## src/rtl/evq_writer.sv

```systemverilog
module evq_writer #(
  parameter int QBYTES = 64,
  parameter int NUM_W  = 24,
  parameter int DROP_W = 8,
  localparam int DEPTH = QBYTES / 4,
  localparam int IW    = $clog2(DEPTH),
  localparam int AW    = IW + 2
) (
  input  logic              clk,
  input  logic              rst_n,
  input  logic              cfg_enable,
  input  logic              cfg_notify_all,
  input  logic              ntf_valid,
  output logic              ntf_ready,
  input  logic              ntf_ipi,
  input  logic [NUM_W-1:0]  ntf_num,
  output logic              mem_wr_valid,
  input  logic              mem_wr_ready,
  output logic [AW-1:0]     mem_wr_addr,
  output logic [31:0]       mem_wr_data,
  output logic              notify,
  output logic [DROP_W-1:0] drop_count
);
  localparam logic [30:0] IPI_CODE = 31'(1) << NUM_W;

  logic [IW-1:0] idx;
  logic          gen;
  logic [31:0]   rec;
  logic [AW-1:0] addr_q;
  logic          wv;
  logic          ntf_q;
  logic [DROP_W-1:0] drops;

  wire         hs   = wv && mem_wr_ready;
  wire         take = ntf_valid && cfg_enable && (!wv || mem_wr_ready);
  wire         drop = ntf_valid && !cfg_enable;
  wire [30:0]  code = ntf_ipi ? IPI_CODE : 31'(ntf_num);

  assign ntf_ready    = !cfg_enable || !wv || mem_wr_ready;
  assign mem_wr_valid = wv;
  assign mem_wr_addr  = addr_q;
  assign mem_wr_data  = {rec[7:0], rec[15:8], rec[23:16], rec[31:24]};
  assign notify       = ntf_q;
  assign drop_count   = drops;

  always_ff @(posedge clk) begin
    if (!rst_n) begin
      idx    <= '0;
      gen    <= 1'b1;
      rec    <= '0;
      addr_q <= '0;
      wv     <= 1'b0;
      ntf_q  <= 1'b0;
      drops  <= '0;
    end else begin
      if (take) begin
        rec    <= {gen, code};
        addr_q <= {idx, 2'b00};
        idx    <= idx + 1'b1;
        if (&idx) gen <= ~gen;
        wv     <= 1'b1;
      end else if (hs) begin
        wv <= 1'b0;
      end
      ntf_q <= hs && cfg_notify_all;
      if (drop && !(&drops)) drops <= drops + 1'b1;
    end
  end
endmodule


```

## config.mk

```make
export PLATFORM = sky130hd
export DESIGN_NAME = evq_writer
export DESIGN_NICKNAME = d
export VERILOG_FILES = /design/src/rtl/evq_writer.sv
export SDC_FILE = /design/constraint.sdc
export NUM_CORES = 1
export LEC_CHECK = 0
export ABC_AREA = 1
export BUFFER_PORTS_ARGS = -buffer_cell sky130_fd_sc_hd__buf_2
export CAP_MARGIN = 30
export CORE_ASPECT_RATIO = 1.4
export CORE_UTILIZATION = 40
export CTS_BUF_LIST = sky130_fd_sc_hd__clkbuf_8
export CTS_CLUSTER_DIAMETER = 100
export CTS_CLUSTER_SIZE = 30
export DETAILED_ROUTE_END_ITERATION = 6
export PLACE_DENSITY_LB_ADDON = 0.2
export SKIP_LAST_GASP = 1
export SLEW_MARGIN = 20
export SYNTH_ARGS = -nofsm -noshare
export SYNTH_HDL_FRONTEND = slang
export SYNTH_SLANG_ARGS = --single-unit
```

## constraint.sdc

```tcl
create_clock -name clk -period 1.7 [get_ports clk]
set_input_delay 0.34 -clock clk [delete_from_list [all_inputs] [get_ports clk]]
set_output_delay 0.34 -clock clk [all_outputs]
set_load 0.01 [all_outputs]
```

==> results_dict.tcl, run 1 <==
set metrics [dict create \
    status "finished, final reports clean" \
    ios 80 \
    dr.pass1.iters 4 \
    dp.cells 348 \
    die-width_um 59.4 \
    cts-root-buf "clkbuf_8" \
    avgSynthCellArea_um2 8.22 \
    cp_data_arrival_time_ns 1.59 \
    die_h_um 82.3 \
    crit_chain "nand2_1, nand2_4, nor2_8, nand2_1, a21oi_1" \
    worstPathMaxFanout 25 \
    n_antenna_cell 0 \
    rows 28 \
    cts_setup_buffers 0 \
    dieArea_mm2 0.00488 \
    worst_setup_path_start_kind "flip-flop" \
    rr_worst_depth 5 \
    cp_num_cells 5 \
    hold_class "primary input to flip-flop" \
    synth_seq_area_share_pct 48.9 \
    drv_slew 0 \
    grt_first_pass_wirelength_um 6220 \
    h-tree-depth 2 \
    cp-end-kind "flip-flop" \
    setup_viol 0 \
    leakage_nw 1.13 \
    worstSetupPathType "flip-flop to flip-flop" \
    wire_per_inst_um 10.6 \
    cap_violations 0 \
    n_fill_cell 433 \
    grt_pass1_vias 1519 \
    timing.fmax_mhz 730 \
    gp_congestion 0.825 \
    clock_latency_ns 0.29 \
    finalClockSkew_ns 0.00495 \
    io_buffer_count 71 \
    num_vias 1672 \
    critPathLaunch "mem_wr_valid$_SDFFE_PN0P_" \
    cts_buffer_depth 2 \
    drive_gt1_share_pct 31.8 \
    instances_no_fill 356 \
    area.growth.synth_to_final_pct 25.5 \
    period_minus_slack_ns 1.37 \
    r2r_slack_ns 0.33 \
    r2r-end "rec[20]$_SDFFE_PN0P_" \
    ctsResizeCount 0 \
    netlist_area_mm2 0.00184 \
    required_ns 1.92 \
    critical_path_buf_inv_count 0 \
    path_clk_slew_ns 0.08 \
    start_util_pct 42.7 \
    track_usage_pct 16.6 \
    antenna_left 0 \
    grt_remaining_overflow 0 \
    ctsHoldBuffers 0 \
    finalHoldViolations 0 \
    grt_max_degree 26 \
    setup_tns_ns 0 \
    cts_tree "yes" \
    via_per_inst 4.70 \
    fin_nets 328 \
    slowest_stage "nor2_8" \
    cpPeakStageDelay_ns 0.37 \
    clkSinkCount 45 \
    cts_buffers 5 \
    drtIter0Drc 67 \
    postSynthCellCount 224 \
    antenna_found_initial 0 \
    cpMostUsedCell "nand2_1" \
    hpwl_um 2700 \
    coreArea_mm2 0.00431 \
    wl_um 3790 \
    cp_top_family "simple AND/OR/NAND/NOR gates" \
    fin_worst_hold_slack_ns 0.286 \
    p_per_area_mw_per_mm2 876 \
    ys_warn_count 0 \
    fin_crit_sh_pct 80.5 \
    vdd_drop_max_mv 0.554 \
    crit_end "rec[20]$_SDFFE_PN0P_" \
    ys_types 30 \
    drc_errors 0 \
    r2r-start "mem_wr_valid$_SDFFE_PN0P_" \
    ys_seq_elements 45 \
    rsz0062_at_grt "no" \
]
==> layout by cell type, fill, tap and decap left out <==
| cell type | n |
|---|---|
| buf_2 | 71 |
| nor2_1 | 45 |
| dfxtp_1 | 45 |
| nand2_1 | 33 |
| a22oi_1 | 17 |
| a21oi_1 | 14 |
| nand3_1 | 13 |
| inv_1 | 12 |
| conb_1 | 8 |
| clkbuf_8 | 7 |
| o21ai_0 | 4 |
| nor3_1 | 4 |
| nand2_2 | 2 |
| clkinv_2 | 2 |
| a22oi_2 | 2 |
| nor2_4 | 2 |
| nand4_1 | 2 |
| ha_1 | 2 |
| buf_4 | 2 |
| nand2_4 | 1 |
| nor2_8 | 1 |
| inv_2 | 1 |
| or2_2 | 1 |
| o211a_1 | 1 |
| nor2_2 | 1 |
| a211oi_1 | 1 |
| o21ai_1 | 1 |
| buf_12 | 1 |
==> cell families (layout without fill, tap and decap cells) <==
logic type | Yosys count | after routing | synth area share, %
adder cells (fa/ha/maj) | 2 | 2 | 1.36
AO/OA/AOI/OAI | 40 | 40 | 14.4
AND/OR/NAND/NOR | 105 | 105 | 25.5
other | 1 | 8 | 0.204
buffers and inverters | 31 | 96 | 9.65
flip-flops | 45 | 45 | 48.9
==> worst min path at each step <==
stage                     start              endpoint  slack, ns  cells after the start
3_3_place_gp   gen$_SDFFE_PN1P_      gen$_SDFFE_PN1P_       0.44                      2
4_1_cts              ntf_num[8]   rec[8]$_SDFFE_PN0P_       0.27                      3
2_1_floorplan  gen$_SDFFE_PN1P_      gen$_SDFFE_PN1P_       0.43                      2
3_5_place_dp   gen$_SDFFE_PN1P_      gen$_SDFFE_PN1P_       0.45                      2
6_report             ntf_num[6]   rec[6]$_SDFFE_PN0P_       0.29                      3
5_1_grt             ntf_num[22]  rec[22]$_SDFFE_PN0P_       0.29                      3
==> through the flow <==
step | instance area (µm²) | power [mW] | util [%] | setup slack [ns]
after floorplan | 1870 | 1.27 | - | 0.451
after global placement | 2210 | 1.35 | 51.3 | 0.228
after detailed placement | 2210 | 1.35 | 51.3 | 0.212
after CTS | 2310 | 2.06 | 53.6 | 0.296
after global routing | 2310 | 2.14 | 53.6 | 0.187
final | 2310 | 2.02 | 53.6 | 0.331
==> final cells by class <==
class	count	area [µm²]	area share, %
clock buffer	7	96.3	4.17
clock inverter	1	5.00	0.217
inverter	14	53.8	2.33
multi-input combinational	155	790	34.2
sequential	45	901	39.0
tap	60	75.1	3.25
timing repair buffer	74	390	16.9
==> worst reg2reg max path, cell delays in order, from the launching register on <==
cell	delay (ns)
dfxtp_1	0.34
nand2_1	0.13
nand2_4	0.22
nor2_8	0.38
nand2_1	0.10
a21oi_1	0.14
==> registers in the layout, summed over array words and instances (netlist names) <==
name / count
notify: 1
idx: 4
drop_count: 8
mem_wr_valid: 1
rec: 26
gen: 1
mem_wr_addr: 4
==> synth_stat cells, drive strengths merged <==
master | number | share of area (%)
o21ai | 5 | 1.4
o211a | 1 | 0.54
a21oi | 14 | 3.8
nand4 | 2 | 0.68
nand2 | 36 | 8.0
dfxtp | 45 | 49
or2 | 1 | 0.34
clkbuf | 2 | 0.41
buf | 15 | 6.3
clkinv | 1 | 0.27
inv | 13 | 2.6
nor3 | 4 | 1.1
a22oi | 19 | 8.3
nand3 | 13 | 3.5
nor2 | 49 | 12
ha | 2 | 1.4
conb | 1 | 0.20
a211oi | 1 | 0.41
==> routing by layer <==
layer / vias up / track usage, % / share of wire [%]
met5: - / 0 / 0
met4: 0 / 7.14 / 0.87
met3: 4 / 4.52 / 6.1
met2: 51 / 27.6 / 48
met1: 757 / 19.8 / 45
li1: 860 / - / -
==> report_power, final <==
part | total [mW] | leakage [nW] | internal [mW] | switching, mW
logic | 0.213 | 0.712 | 0.0886 | 0.124
clock network | 0.704 | 0.0542 | 0.367 | 0.336
registers | 1.11 | 0.366 | 1.09 | 0.0204
total | 2.02 | 1.13 | 1.54 | 0.481
Note: power is estimated with default switching activity, not from simulation.
==> run 2, diff against run 1 <==
- clock period: 1.7 -> 1.4 ns (I/O delays scaled with it)
==> run 2 against run 1 <==
First-iteration DRC count decreased by 48%. Fmax increased by 6.9%. Worst setup slack lost 0.21 ns. Register-to-register slack worse by 0.21 ns. Non-clock buffer count grew 4. Count of clock-buffer cells in the layout shrank 1. Sequential power grew 22%. Final area is 0.49% higher. Critical path depth grew 1. Global-route usage is essentially flat.
==> results_dict.tcl, run 2 (synthesis results as in run 1) <==
set metrics [dict create \
    die-width_um 59.4 \
    p_per_area_mw_per_mm2 1030 \
    finalPower_mw 2.39 \
    dieArea_mm2 0.00488 \
    cp-end-kind "flip-flop" \
    antenna_found_initial 0 \
    slowest_stage "dfxtp_1" \
    cp_data_arrival_time_ns 1.48 \
    grt_max_degree 26 \
    cp_top_family "simple AND/OR/NAND/NOR gates" \
    wire_per_inst_um 10.8 \
    track_usage_pct 16.6 \
    largest_reg_flops 26 \
    cpPeakStageDelay_ns 0.38 \
    hold_class "primary input to flip-flop" \
    drv_slew 0 \
    fin_crit_sh_pct 91.5 \
    crit_chain "ha_1, nand2_1, nor3_1, nor2_1, nor2_1, nor2_1" \
    grt_first_pass_wirelength_um 6240 \
    die_h_um 82.3 \
    clkSinkCount 45 \
    cap_violations 0 \
    area.growth.synth_to_final_pct 26.1 \
    dpl-instance-area_mm2 0.00223 \
    timing.fmax_mhz 781 \
    setup_slack_ns 0.119 \
    required_ns 1.59 \
    worstPathMaxFanout 4 \
    worst_setup_path_start_kind "flip-flop" \
    finalClockSkew_ns 0.00398 \
    rsz0062_at_grt "no" \
    path_clk_slew_ns 0.08 \
    clock_latency_ns 0.29 \
    io_buffer_count 71 \
    vdd_drop_max_mv 0.590 \
    rr_worst_depth 6 \
    cts-root-buf "clkbuf_8" \
    period_minus_slack_ns 1.28 \
    rows 28 \
    finalHoldViolations 0 \
    drc_errors 0 \
    critical_path_buf_inv_count 0 \
    antenna_left 0 \
    cts_buffer_depth 2 \
    dp_slack_ns 0.0782 \
    fin_nets 332 \
    worstSetupPathType "flip-flop to flip-flop" \
    dr.pass1.iters 4 \
    n_antenna_cell 0 \
    grt_remaining_overflow 0 \
    ios 80 \
    cts_buffers 5 \
    layout_common_cells "71 x buf_2, 45 x nor2_1, 45 x dfxtp_1, 33 x nand2_1, 17 x a22oi_1" \
    coreArea_mm2 0.00431 \
    leakage_nw 1.16 \
    final_common_cell "buf_2" \
    setup_viol 0 \
    h-tree-depth 2 \
    ctsHoldBuffers 0 \
    ctsResizeCount 0 \
    cp_num_cells 6 \
    largest_register "rec" \
    wl_um 3870 \
    cts_tree "yes" \
    setup_tns_ns 0 \
    num_vias 1702 \
    n_fill_cell 440 \
    hpwl_um 2790 \
    cts_setup_buffers 0 \
    final_area_mm2 0.00232 \
    gp_congestion 0.840 \
    status "finished, final reports clean" \
    drive_gt1_share_pct 32.4 \
    via_per_inst 4.74 \
    drtIter0Drc 35 \
    hold_depth 3 \
    grt_pass1_vias 1530 \
    start_util_pct 42.7 \
    cpMostUsedCell "nor2_1" \
]
run 2: final timing paths:
path                                    from                         end  slack, ns
hold reg to reg         rec[21]$_SDFFE_PN0P_        rec[21]$_SDFFE_PN0P_       0.46
setup reg to reg  drop_count[1]$_SDFFE_PN0P_  drop_count[1]$_SDFFE_PN0P_       0.12
hold / removal                   ntf_num[11]        rec[11]$_SDFFE_PN0P_       0.22
setup / recovery  drop_count[1]$_SDFFE_PN0P_  drop_count[1]$_SDFFE_PN0P_       0.12
run 2: final cells by class:
class                      instances  area [µm²]  share of cell area (%)
tap                               60        75.1                    3.23
clock inverter                     1        3.75                   0.162
timing repair buffer              78         408                    17.6
clock buffer                       6        82.6                    3.56
sequential                        45         901                    38.8
multi-input combinational        155         798                    34.4
inverter                          14        53.8                    2.32
run 2: worst min-delay path, stage by stage:
cell,delay (ns)
buf_2,0.07
a22oi_1,0.05
nor2_1,0.07
run 2: through the flow:
step / utilization [%] / hold slack [ns] / std cells
3_3_place_gp: 51.7 / 0.441 / 352
6_report: 53.9 / 0.222 / 359
4_1_cts: 53.7 / 0.212 / 359
5_1_grt: 53.9 / 0.234 / 359
3_5_place_dp: 51.7 / 0.453 / 352
2_1_floorplan: - / 0.403 / 231
run 2: metal layers:
metal  part of all wire (%)  routed length [µm]  GRT usage, %  vias up
met4                    1.7                  65          7.14        0
met3                    6.5                 251          4.21        6
met5                      0                   0             0        -
met1                     41                1600          18.4      763
met2                     50                1950          29.7       62
li1                       -                   -             -      871
run 2: report_power, final:
| part | switching, mW | internal [mW] |
|---|---|---|
| Combinational | 0.154 | 0.112 |
| Sequential | 0.0237 | 1.32 |
| Clock | 0.392 | 0.384 |
